### src/rtl/sab_pkg.sv
package sab_pkg;
  typedef enum logic [1:0] {
    ST_FREE = 2'd0,
    ST_PEND = 2'd1,
    ST_GOOD = 2'd2,
    ST_BAD  = 2'd3
  } ent_state_t;
endpackage

### src/rtl/sab_prio_enc.sv
module sab_prio_enc #(
  parameter int N = 8,
  localparam int W = (N > 1) ? $clog2(N) : 1
) (
  input  logic [N-1:0] req,
  output logic         any,
  output logic [W-1:0] idx
);
  always_comb begin
    any = 1'b0;
    idx = '0;
    for (int i = N - 1; i >= 0; i--) begin
      if (req[i]) begin
        any = 1'b1;
        idx = W'(i);
      end
    end
  end
endmodule

### src/rtl/sab_id_cam.sv
module sab_id_cam #(
  parameter int DEPTH = 8,
  parameter int ID_W  = 8,
  localparam int AW = (DEPTH > 1) ? $clog2(DEPTH) : 1
) (
  input  logic             clk,
  input  logic             wr_en,
  input  logic [AW-1:0]    wr_idx,
  input  logic [ID_W-1:0]  wr_id,
  input  logic [ID_W-1:0]  key,
  input  logic [DEPTH-1:0] elig,
  output logic [DEPTH-1:0] hit
);
  logic [ID_W-1:0] id_mem [DEPTH];

  always_ff @(posedge clk) begin
    if (wr_en) id_mem[wr_idx] <= wr_id;
  end

  for (genvar g = 0; g < DEPTH; g++) begin : g_cmp
    assign hit[g] = elig[g] && (id_mem[g] == key);
  end
endmodule

### src/rtl/split_auth_buffer.sv
module split_auth_buffer
  import sab_pkg::*;
#(
  parameter int ENTRIES = 8,
  parameter int ID_W    = 8,
  parameter int MAC_W   = 32,
  localparam int TAG_W  = (ENTRIES > 1) ? $clog2(ENTRIES) : 1
) (
  input  logic               clk,
  input  logic               rst,
  input  logic               data_valid,
  input  logic [ID_W-1:0]    data_id,
  output logic               data_ready,
  output logic               alloc_valid,
  output logic [TAG_W-1:0]   alloc_tag,
  input  logic               mac_valid,
  input  logic [ID_W-1:0]    mac_id,
  input  logic [MAC_W-1:0]   mac_rx,
  input  logic [MAC_W-1:0]   mac_calc,
  output logic               viol_valid,
  output logic [TAG_W-1:0]   viol_tag,
  output logic               orphan_err,
  input  logic               release_valid,
  input  logic [TAG_W-1:0]   release_tag,
  input  logic [ENTRIES-1:0] query_mask,
  output logic               query_ok
);
  ent_state_t st_q [ENTRIES];

  logic [ENTRIES-1:0] free_vec, pend_vec, good_vec, hit_vec;
  logic               free_any, hit_any, take, mac_ok;
  logic [TAG_W-1:0]   free_idx, hit_idx;

  for (genvar g = 0; g < ENTRIES; g++) begin : g_vec
    assign free_vec[g] = (st_q[g] == ST_FREE);
    assign pend_vec[g] = (st_q[g] == ST_PEND);
    assign good_vec[g] = (st_q[g] == ST_GOOD);
  end

  assign data_ready = free_any;
  assign take       = data_valid && free_any;
  assign mac_ok     = (mac_rx == mac_calc);

  sab_prio_enc #(.N(ENTRIES)) u_free_pick (
    .req(free_vec), .any(free_any), .idx(free_idx)
  );

  sab_id_cam #(.DEPTH(ENTRIES), .ID_W(ID_W)) u_cam (
    .clk(clk), .wr_en(take), .wr_idx(free_idx), .wr_id(data_id),
    .key(mac_id), .elig(pend_vec), .hit(hit_vec)
  );

  sab_prio_enc #(.N(ENTRIES)) u_hit_pick (
    .req(hit_vec), .any(hit_any), .idx(hit_idx)
  );

  always_ff @(posedge clk) begin
    if (rst) begin
      for (int i = 0; i < ENTRIES; i++) st_q[i] <= ST_FREE;
      alloc_valid <= 1'b0;
      alloc_tag   <= '0;
      viol_valid  <= 1'b0;
      viol_tag    <= '0;
      orphan_err  <= 1'b0;
      query_ok    <= 1'b0;
    end else begin
      alloc_valid <= take;
      if (take) alloc_tag <= free_idx;
      viol_valid  <= mac_valid && hit_any && !mac_ok;
      if (mac_valid && hit_any) viol_tag <= hit_idx;
      orphan_err  <= mac_valid && !hit_any;
      query_ok    <= &(~query_mask | good_vec);
      for (int i = 0; i < ENTRIES; i++) begin
        case (st_q[i])
          ST_FREE: if (take && free_idx == TAG_W'(i)) st_q[i] <= ST_PEND;
          ST_PEND: if (mac_valid && hit_any && hit_idx == TAG_W'(i))
                     st_q[i] <= mac_ok ? ST_GOOD : ST_BAD;
          default: if (release_valid && release_tag == TAG_W'(i)) st_q[i] <= ST_FREE;
        endcase
      end
    end
  end

  assert_no_alloc_when_full_R3: assert property (@(posedge clk) disable iff (rst)
    (data_valid && !data_ready) |=> !alloc_valid);

  assert_orphan_needs_mac_R6: assert property (@(posedge clk) disable iff (rst)
    orphan_err |-> $past(mac_valid));

  assert_viol_marks_bad_R5: assert property (@(posedge clk) disable iff (rst)
    viol_valid |-> (st_q[viol_tag] == ST_BAD));

  assert_alloc_is_pending_R2: assert property (@(posedge clk) disable iff (rst)
    alloc_valid |-> pend_vec[alloc_tag]);

  for (genvar g = 0; g < ENTRIES; g++) begin : g_chk
    assert_verify_needs_mac_R4: assert property (@(posedge clk) disable iff (rst)
      $rose(good_vec[g]) |-> $past(mac_valid));
    assert_retire_when_done_R9: assert property (@(posedge clk) disable iff (rst)
      $rose(free_vec[g]) |-> $past(st_q[g] == ST_GOOD || st_q[g] == ST_BAD));
  end
endmodule

### config.mk
export PLATFORM = sky130hd
export DESIGN_NAME = split_auth_buffer
export DESIGN_NICKNAME = d
export VERILOG_FILES = /design/src/rtl/sab_pkg.sv /design/src/rtl/sab_prio_enc.sv /design/src/rtl/sab_id_cam.sv /design/src/rtl/split_auth_buffer.sv
export SDC_FILE = /design/constraint.sdc
export NUM_CORES = 1
export LEC_CHECK = 0
export ABC_CLOCK_PERIOD_IN_PS = 3700
export BUFFER_PORTS_ARGS = -buffer_cell sky130_fd_sc_hd__buf_2
export CAP_MARGIN = 40
export CELL_PAD_IN_SITES_DETAIL_PLACEMENT = 1
export CELL_PAD_IN_SITES_GLOBAL_PLACEMENT = 1
export CORE_MARGIN = 1
export CORE_UTILIZATION = 46
export DETAILED_ROUTE_END_ITERATION = 10
export GPL_ROUTABILITY_DRIVEN = 0
export MAX_ROUTING_LAYER = met4
export PLACE_DENSITY = 0.91
export SYNTH_ARGS = -nofsm -noshare
export SYNTH_HDL_FRONTEND = slang
export SYNTH_SLANG_ARGS = --single-unit
export TNS_END_PERCENT = 10
### constraint.sdc
create_clock -name clk -period 3.7 [get_ports clk]
set_input_delay 0.37 -clock clk [delete_from_list [all_inputs] [get_ports clk]]
set_output_delay 0.37 -clock clk [all_outputs]
set_load 0.02 [all_outputs]
==> run summary, run 1 <==
Clk root buf: clkbuf_8
Starting Density: 47.30%
P&R area growth vs syn: 18.05%
Power Total: 2.036 mW
Max Fclk: 385.6 MHz
Reg2Reg Capture Point: st_q[1][2]
Area of the mapped netlist: 0.004602 mm^2
Setup TNS: 0 ns
Kind of critical path: flop to flop
Vias per Instance: 5.637
Die Width: 102.0 um
Pwr Density: 374.7 mW/mm^2
CP cell instances: xnor2_1, nand4_1, nor4_1, or2_2, or3b_1, o31ai_1
Clk pin slew, worst setup/hold paths: 0.09 ns
1st-pass router iterations: 4
Crit path buffers/inverters: 0
Mapped Cells: 387
FF-to-FF Start: u_cam.id_mem[4][4]
Drt drc: 0
Layout Skew: 0.01063 ns
Vias in the first global route: 3765
Final Hold Viols: 0
Critical Path RT: 3.74 ns
N_diodes: 0
I/O Pins: 107
Worst Path Max Fanout: 5
Worst setup margin: 1.106 ns
Bufs on Longest Clock Path: 2
Leak: 2.084 nW
Crit. End Element: flop
Placement Setup Slack: 0.9439 ns
Fill cell count: 1082
Die area: 0.01041 mm^2
Class of the worst hold path: primary input to flop
Cell taking the most area after synthesis: edfxtp_1
Reg2reg path depth: 6
CP max stage delay: 0.45 ns
Post CTS Setup Buffer Count: 0
Nets: 591
Total of max-cap violations: 0
Hold endpoint: viol_tag[2]
Startpoint types: flop
H-tree levels: 3
Syn Area/Cell: 11.89 um^2
Post-route ant nets: 0
Crit path time final: 2.594 ns
Yosys cell types: 49
Wire length of the first global-routing pass: 19710 um
# rows: 36
Worst VDD drop: 0.1835 mV
RSZ-0062 raised after global routing: no
Skew-Pair Late Insertion Delay: 0.37 ns
Crit-path leading delay family: simple AND/OR/NAND/NOR gates
CTS resizes: 0
Top FF cell, synth: edfxtp_1
Register area share after synthesis: 56.55%
Initial DRC count: 281
Largest net degree at the start of global routing: 20
Layout cells sized above 1: 26.60%
Via Count: 3568
Antenna violations before repair: 0
CTS Buf Count: 9
WHS Path Cells: 2
Port bufs: 106
CTS Hold Bufs: 0
WP data arrival: 2.63 ns
#FFs+latches synth: 90
Slowest stage cell on the critical path: or3b_1
GRT Total Usage: 27.32%
Ys async rst share: 0%
R2R setup slack: 1.11 ns
Worst slew margin: 41.36%
Yosys top cell area share: 52.20%
Die H: 102.0 um
Dpl hpwl: 9932 um
Worst-Margin Slew: 0.8763 ns
Hold path start: mac_valid
Core Region: 0.009729 mm^2
Net Count, Synth: 483
Setup violations, final: 0
CTS tree: yes
CTS Sinks: 90
Avg WL per Cell: 20.55 um
Total routed wirelength: 13010 um
Post-synth EDFFs: 80
Status: complete, no violations
Top cells by area, synth: edfxtp_1 52%, xor2_1 9.7%, xnor2_1 8.6%, dfxtp_1 4.4%, nor4_1 1.6%
Synth warn: 0
Grt total ovfl: 0
Slew Limit Fails: 0
Part of the cycle the worst path needs: 70.10%
## metal layers
metal | vias up | wire length [um] | GRT usage, %
li1 | 1613 | - | -
met1 | 1737 | 4842 | 30.31
met2 | 185 | 6896 | 48.27
met3 | 33 | 891 | 4.172
met4 | 0 | 377 | 12.53
met5 | - | 0 | -
## how the worst max path moves through the flow
stage          slack, ns                from          to  cells past startpoint
2_1_floorplan       1.22          st_q[0][3]  st_q[1][2]                      8
3_3_place_gp        1.13           mac_id[1]  st_q[1][4]                      8
3_5_place_dp        0.94           mac_id[6]  st_q[1][2]                      7
4_1_cts             1.12  u_cam.id_mem[5][6]  st_q[1][2]                      6
5_1_grt             0.97  u_cam.id_mem[4][4]  st_q[1][2]                      6
6_report            1.11  u_cam.id_mem[4][4]  st_q[1][2]                      6
## cell families after synthesis
logic type | after synthesis | synth area share, %
DFF | 90 | 56.55
buffers and inverters | 29 | 2.773
xor gates and xnor gates | 96 | 18.27
and+or+nand+nor | 123 | 14.90
muxes | 1 | 0.2175
AOI/OAI and AO/OA | 48 | 7.286
## layout by cell type (no fill, tap or decap), types with 4 or more instances in the layout
| cell | count |
|---|---|
| nand3_1 | 12 |
| nand2_1 | 16 |
| and2_1 | 6 |
| a21oi_1 | 6 |
| xnor2_1 | 45 |
| nand4_1 | 11 |
| xor2_1 | 51 |
| o21ai_0 | 11 |
| nor2b_1 | 9 |
| a31oi_1 | 4 |
| nor4_1 | 12 |
| clkbuf_8 | 9 |
| dfxtp_1 | 10 |
| nor2_1 | 18 |
| buf_2 | 106 |
| o22ai_1 | 7 |
| edfxtp_1 | 80 |
| nor3_1 | 11 |
| inv_1 | 17 |
| nand2b_1 | 9 |
## power by group
part / internal (mW) / switching (mW)
combinational: 0.108 / 0.151
clock: 0.248 / 0.375
sequential: 1.14 / 0.0197
## synth_stat cells, drive strengths merged (2+ instances only)
cell and n:
nor2 18, or3b 2, nor3 11, o21ai 12, nor2b 9, xor2 51, a21o 2, a21oi 6
or3 3, or2 3, dfxtp 10, nand4 11, o22ai 7, nand2 16, a211oi 2, a31oi 5
nor3b 2, nand2b 9, or4 2, a311oi 2, clkbuf 4, inv 17, edfxtp 80, o31ai 2
nor4 13, o21a 2, and2 6, nand3b 3, buf 8, xnor2 45, nand3 12
## sequential cells by signal (all words and copies together), names as in the netlist
signal        count
alloc_tag         3
alloc_valid       1
orphan_err        1
query_ok          1
st_q             16
u_cam.id_mem     64
viol_tag          3
viol_valid        1
## final cells by class
type / count / area (um^2) / area share [%]
well taps: 133 / 166.4 / 3.063
clock inverters: 7 / 51.30 / 0.9443
repair buffers: 109 / 553.0 / 10.18
inverters: 17 / 63.81 / 1.175
clock buffers: 9 / 123.9 / 2.280
flip-flops and latches: 90 / 2603 / 47.90
multi-input cells: 268 / 1872 / 34.45
## per-stage QoR
stage | util [%] | hold WS [ns] | cells | area, um^2
floorplan | - | 0.4666 | 387 | 4602
global placement | 54.04 | 0.4420 | 617 | 5258
detailed placement | 54.04 | 0.4704 | 617 | 5258
CTS | 55.84 | 0.2382 | 633 | 5433
global route | 55.84 | 0.2410 | 633 | 5433
finish | 55.84 | 0.2357 | 633 | 5433
No activity file was read; power rests on OpenSTA's default activity.
==> inputs of run 2 (changes only) <==
--- a/config.mk
+++ b/config.mk
@@ -5,17 +5,18 @@
 export SDC_FILE = /design/constraint.sdc
 export NUM_CORES = 1
 export LEC_CHECK = 0
-export ABC_CLOCK_PERIOD_IN_PS = 3700
+export ABC_AREA = 1
+export ABC_CLOCK_PERIOD_IN_PS = 2700
 export BUFFER_PORTS_ARGS = -buffer_cell sky130_fd_sc_hd__buf_2
 export CAP_MARGIN = 40
 export CELL_PAD_IN_SITES_DETAIL_PLACEMENT = 1
 export CELL_PAD_IN_SITES_GLOBAL_PLACEMENT = 1
 export CORE_MARGIN = 1
-export CORE_UTILIZATION = 46
+export CORE_UTILIZATION = 41
 export DETAILED_ROUTE_END_ITERATION = 10
 export GPL_ROUTABILITY_DRIVEN = 0
 export MAX_ROUTING_LAYER = met4
-export PLACE_DENSITY = 0.91
+export PLACE_DENSITY = 0.86
 export SYNTH_ARGS = -nofsm -noshare
 export SYNTH_HDL_FRONTEND = slang
 export SYNTH_SLANG_ARGS = --single-unit
==> constraint.sdc (replaced) <==
create_clock -name clk -period 2.7 [get_ports clk]
set_input_delay 0.27 -clock clk [delete_from_list [all_inputs] [get_ports clk]]
set_output_delay 0.27 -clock clk [all_outputs]
set_load 0.02 [all_outputs]
==> run 2 against run 1 <==
  * Worst setup slack worse by 0.79 ns
  * Clock power is 110% higher
  * Total power is 65% higher
  * Non-clock buffer count is 4 higher
  * Sequential power is 38% higher
  * Sequential cell count stayed put
  * Global-route usage is 1.5 points lower
  * Combinational power is 75% higher
  * Maximum frequency is 9.0% higher
  * Cell area is 21% higher
  * Via count is 45% higher
  * Critical path type unchanged
==> run summary, run 2 <==
I/O Pins: 107
Setup TNS: 0 ns
Total of max-cap violations: 0
Initial DRC count: 289
RSZ-0062 raised after global routing: no
Nets: 937
Top FF cell, synth: edfxtp_1
Pwr Density: 512.4 mW/mm^2
Register area share after synthesis: 46.89%
Post-synth EDFFs: 80
Clock network power share: 39.4%
Post-Synth Adder-Cell Area: 0%
Crit. End Element: flop
Syn Area/Cell: 7.635 um^2
CTS Buf Count: 9
Kind of critical path: flop to flop
Top cells by area, synth: edfxtp_1 43%, nand2_1 15%, inv_1 8.6%, nor2_1 6.6%, xnor2_1 4.3%
Part of the cycle the worst path needs: 88.16%
Vias in the first global route: 5476
Net Count, Synth: 823
Startpoint types: flop
Vias per Instance: 5.051
Layout Skew: 0.005588 ns
Fill cell count: 1731
Die area: 0.01401 mm^2
Clk pin slew, worst setup/hold paths: 0.07 ns
Cell taking the most area after synthesis: edfxtp_1
Max Fclk: 420.1 MHz
Largest net degree at the start of global routing: 17
Worst Path Max Fanout: 6
Most common cell after layout, fill and taps aside: nand2_1
Die Width: 118.4 um
Placed Instances: 1006
1st-pass router iterations: 4
N_diodes: 0
Yosys top cell area share: 43.28%
Simple-Gate Fraction of Synth Area: 31.65%
Post-synthesis mux area share: 0%
Critical Path RT: 2.77 ns
P&R area growth vs syn: 18.33%
H-tree levels: 3
Port bufs: 106
XOR/XNOR Fraction of Synth Area: 5.996%
Worst slew margin: 61.56%
Mapped Cells: 727
Grt total ovfl: 0
Ys async rst share: 0%
Largest register FFs: 64
Power Internal: 2.456 mW
Synth cell count leaders: 215 x nand2_1, 127 x inv_1, 98 x nor2_1, 80 x edfxtp_1, 30 x nand3_1
Crit path time final: 2.380 ns
Wire length of the first global-routing pass: 26640 um
Layout cells sized above 1: 19.98%
Multi-input logic area: 0.002336 mm^2
GRT Total Usage: 25.83%
Reg2Reg Capture Point: st_q[1][0]
Non-filler cells, final: 1022
Sequential Area: 0.002603 mm^2
Starting Density: 41.91%
Leak: 3.247 nW
Post-route ant nets: 0
Yosys cell types: 37
CTS Sinks: 90
FF-to-FF Start: st_q[1][5]
WP data arrival: 2.45 ns
Most frequent cells in the layout: 215 x nand2_1, 127 x inv_1, 106 x buf_2, 97 x nor2_1, 80 x edfxtp_1
Area of the mapped netlist: 0.005550 mm^2
Reg2reg path depth: 15
CTS Hold Bufs: 0
Avg WL per Cell: 16.50 um
R2R setup slack: 0.32 ns
Sw Share: 27.03%
CTS tree: yes
Core Region: 0.01324 mm^2
Final Hold Viols: 0
Slew Limit Fails: 0
#FFs+latches synth: 90
Drt drc: 0
Skew-Pair Late Insertion Delay: 0.36 ns
Largest Register: u_cam.id_mem
Synth Area in Compound Gates: 4.396%
Post CTS Setup Buffer Count: 0
Status: complete, no violations
Via Count: 5162
Class of the worst hold path: primary input to flop
Antenna violations before repair: 0
Critical Path Start: st_q[1][5]
Worst-Margin Slew: 0.5760 ns
Most frequent cell after synthesis: nand2_1
Dpl hpwl: 13310 um
Bufs on Longest Clock Path: 2
Synth warn: 0
Regs by FF count: u_cam.id_mem: 64 flops, st_q: 16 flops
Seq pwr share: 47.2%
Crit path capture: st_q[1][0]
Largest family of logic cells by synthesized area: simple AND/OR/NAND/NOR gates
Total routed wirelength: 16860 um
Switching Power: 0.9098 mW
Combinational Power Share: 13.4%
Worst VDD drop: 0.4025 mV
Setup violations, final: 0
Die H: 118.4 um
Clk root buf: clkbuf_16
# rows: 42
run 2: worst min path at each step:
stage                  start                 end  slack [ns]  cells past startpoint
6_report       query_mask[3]            query_ok        0.12                      2
5_1_grt        query_mask[3]            query_ok        0.14                      2
4_1_cts        query_mask[3]            query_ok        0.11                      2
3_5_place_dp    alloc_tag[2]        alloc_tag[2]        0.47                      2
3_3_place_gp    alloc_tag[2]        alloc_tag[2]        0.46                      2
2_1_floorplan     data_id[0]  u_cam.id_mem[0][0]        0.37                      0
run 2: final cells by class:
class                           count  share of cell area, %
Clock buffer                        9                  3.429
Clock inverter                      7                  1.162
Inverter                          137                  7.982
Multi-Input combinational cell    490                  35.57
Sequential cell                    90                  39.63
Tap cell                          176                  3.353
Timing Repair Buffer              113                  8.878
run 2: per-stage QoR:
stage,worst slack (ns),hold slack (ns),util [%],total power [mW],cell area (um^2)
after floorplan,0.5797,0.3689,-,1.879,5550
after global placement,0.3513,0.4553,47.30,2.050,6264
after detailed placement,0.2479,0.4707,47.30,2.068,6264
after CTS,0.2294,0.1104,49.57,3.368,6565
after global routing,0.1037,0.1448,49.59,3.459,6568
final,0.3197,0.1171,49.59,3.365,6568
run 2: layer usage:
metal	share of wire (%)	GRT usage (%)	up-vias
met3	4.8	3.234	30
met1	42	29.50	2460
met2	50	45.55	171
met4	2.6	10.90	0
li1	-	-	2501
met5	0	-	-
run 2: critical path, stage by stage, from the launching register on:
cell	delay (ns)
edfxtp_1	0.43
inv_1	0.11
nand2_1	0.11
nor2_1	0.16
nand2_1	0.07
nor2_1	0.10
nand3_1	0.15
nand2_1	0.11
nand2_1	0.06
nand2_1	0.08
nand2_1	0.06
nand2_2	0.11
nand2_2	0.10
nand2_2	0.17
nand3_2	0.12
nand3_1	0.13
run 2: kinds of logic (layout without fill, tap and decap cells):
| family | after synthesis | count (layout) |
|---|---|---|
| xor+xnor | 38 | 38 |
| simple gates | 407 | 407 |
| buf+inv | 147 | 266 |
| compound gates | 45 | 45 |
| flops | 90 | 90 |
run 2: timing repair:
action                                  4_1_cts  5_1_grt
endpoints found under the hold margin         0        0
resized for setup                             0        1
endpoints found under the setup margin        0        2
run 2: power groups by stage:
stage,logic [mW],clock network (mW),registers [mW]
final,0.451,1.32,1.59
after global placement,0.433,0,1.62
after CTS,0.452,1.33,1.59
after floorplan,0.259,0,1.62
after detailed placement,0.448,0,1.62
after global routing,0.500,1.37,1.59
==> inputs of run 3 (changes only) <==
--- a/config.mk
+++ b/config.mk
@@ -7,13 +7,13 @@
 export LEC_CHECK = 0
 export ABC_AREA = 1
 export ABC_CLOCK_PERIOD_IN_PS = 2700
-export BUFFER_PORTS_ARGS = -buffer_cell sky130_fd_sc_hd__buf_2
 export CAP_MARGIN = 40
 export CELL_PAD_IN_SITES_DETAIL_PLACEMENT = 1
 export CELL_PAD_IN_SITES_GLOBAL_PLACEMENT = 1
-export CORE_MARGIN = 1
-export CORE_UTILIZATION = 41
+export CORE_MARGIN = 2
+export CORE_UTILIZATION = 47
 export DETAILED_ROUTE_END_ITERATION = 10
+export DONT_BUFFER_PORTS = 1
 export GPL_ROUTABILITY_DRIVEN = 0
 export MAX_ROUTING_LAYER = met4
 export PLACE_DENSITY = 0.86
==> run 3 against run 2 <==
  * Cell area down 7.0%
  * Non-clock buffer count down 96
  * Combinational power down 24%
  * Worst hold slack worse by 0.11 ns
  * Via count down 4.9%
  * Largest cell class unchanged
==> run summary, run 3 (synthesis results as in run 2) <==
Status: complete, no violations
Finished Cell Area: 0.006108 mm^2
H-tree levels: 3
I/O Pins: 107
Die H: 112.7 um
Class of the worst hold path: primary input to flop
Critical Path RT: 2.75 ns
Nets: 841
Cell Area, Placed: 0.005707 mm^2
Total routed wirelength: 17520 um
Crit path time final: 2.454 ns
Layout cells sized above 1: 8.533%
Clk root buf: clkbuf_16
P&R area growth vs syn: 10.05%
Core Region: 0.01147 mm^2
Worst-Margin Slew: 0.6521 ns
Setup violations, final: 0
Kind of critical path: flop to flop
RSZ-0062 raised after global routing: no
Skew-Pair Late Insertion Delay: 0.35 ns
Antenna violations before repair: 0
Slowest stage cell on the critical path: edfxtp_1
Non-filler cells, final: 893
# rows: 39
Layout Skew: 0.01093 ns
Port bufs: 0
Bufs on Longest Clock Path: 2
Max Fclk: 407.4 MHz
Drt drc: 0
FF-to-FF Start: st_q[1][5]
Vias per Instance: 5.497
N_diodes: 0
Critical Path Start: st_q[1][5]
Startpoint types: flop
Final Hold Viols: 0
Setup TNS: 0 ns
Wire length of the first global-routing pass: 26620 um
Pwr Density: 542.4 mW/mm^2
Placed Instances: 869
CP most frequent cell: nand2_1
Crit. End Element: flop
Avg WL per Cell: 19.62 um
CP cell instances: inv_1, nand2_1, nor2_1, nand2_1, nor2_1, nand3_1, nand2_1, nand2_1, nand2_1, nand2_1, nand2_2, nand2_2, nand2_2, nand3_2, nand3_1
WP data arrival: 2.51 ns
Hold slack final: 0.01101 ns
Most frequent cells in the layout: 215 x nand2_1, 127 x inv_1, 97 x nor2_1, 80 x edfxtp_1, 30 x nand3_1
Worst VDD drop: 0.5318 mV
Post-route ant nets: 0
CTS Sinks: 90
Largest Register: u_cam.id_mem
Grt total ovfl: 0
1st-pass router iterations: 4
Vias in the first global route: 5214
Via Count: 4909
Largest register FFs: 64
Die area: 0.01269 mm^2
CP max stage delay: 0.42 ns
Total of max-cap violations: 0
Initial DRC count: 251
CTS Buf Count: 9
Slew Limit Fails: 0
Worst Path Max Fanout: 6
Hold path start: data_id[6]
Dpl hpwl: 13390 um
GRT Total Usage: 28.44%
CTS tree: yes
Leak: 2.867 nW
Die Width: 112.7 um
Starting Density: 48.40%
Clk pin slew, worst setup/hold paths: 0.07 ns
Power Total: 3.313 mW
Fill cell count: 1412
Regs by FF count: u_cam.id_mem: 64 flops, st_q: 16 flops
Largest net degree at the start of global routing: 16
Most common cell after layout, fill and taps aside: nand2_1
Worst slew margin: 56.37%
Part of the cycle the worst path needs: 90.90%
[run 3: path summary, 6_finish.rpt]
path / endpoint / slack (ns) / depth (start not counted)
max: st_q[1][1] / 0.25 / 15
min: u_cam.id_mem[7][6] / 0.01 / 0
max reg2reg: st_q[1][1] / 0.25 / 15
min reg2reg: alloc_tag[2] / 0.59 / 2
[run 3: layout make-up]
class,instances,area [um^2],area share [%]
flip-flops and latches,90,2603,42.61
multi-input cells,490,2336,38.24
inverters,137,524.3,8.583
clock buffers,10,229.0,3.748
well taps,143,178.9,2.929
repair buffers,17,147.6,2.417
clock inverters,6,90.09,1.475
[run 3: worst max-delay path: cells and delay by family, from the launching register on]
| family | cells | cell delay (ns) |
|---|---|---|
| buffers and inverters | 1 | 0.09 |
| DFF | 1 | 0.42 |
| and+or+nand+nor | 14 | 1.64 |
[run 3: layer usage]
layer / global-route usage [%] / routed length, um
met5: - / 0
met4: 10.08 / 451
met3: 5.670 / 1154
met2: 49.98 / 9041
met1: 32.20 / 6875
[run 3: where the power goes]
part / internal, mW / leakage [nW] / switching (mW)
Clock: 0.815 / 0.153 / 0.561
Combinational: 0.127 / 1.89 / 0.214
Sequential: 1.57 / 0.828 / 0.0309
Total: 2.51 / 2.87 / 0.806
[run 3: timing repair]
action	CTS	global route
setup buffers	0	0
hold endpoints to repair	2	9
resized for setup	0	1
hold buffers	1	7
endpoints found under the setup margin	0	2
[run 3: stage by stage]
stage               worst slack [ns]  util [%]
floorplan                     0.5797         -
global placement              0.3176     49.77
detailed placement            0.2374     49.77
CTS                           0.1403     52.64
global route                 0.07337     53.27
finish                        0.2456     53.27
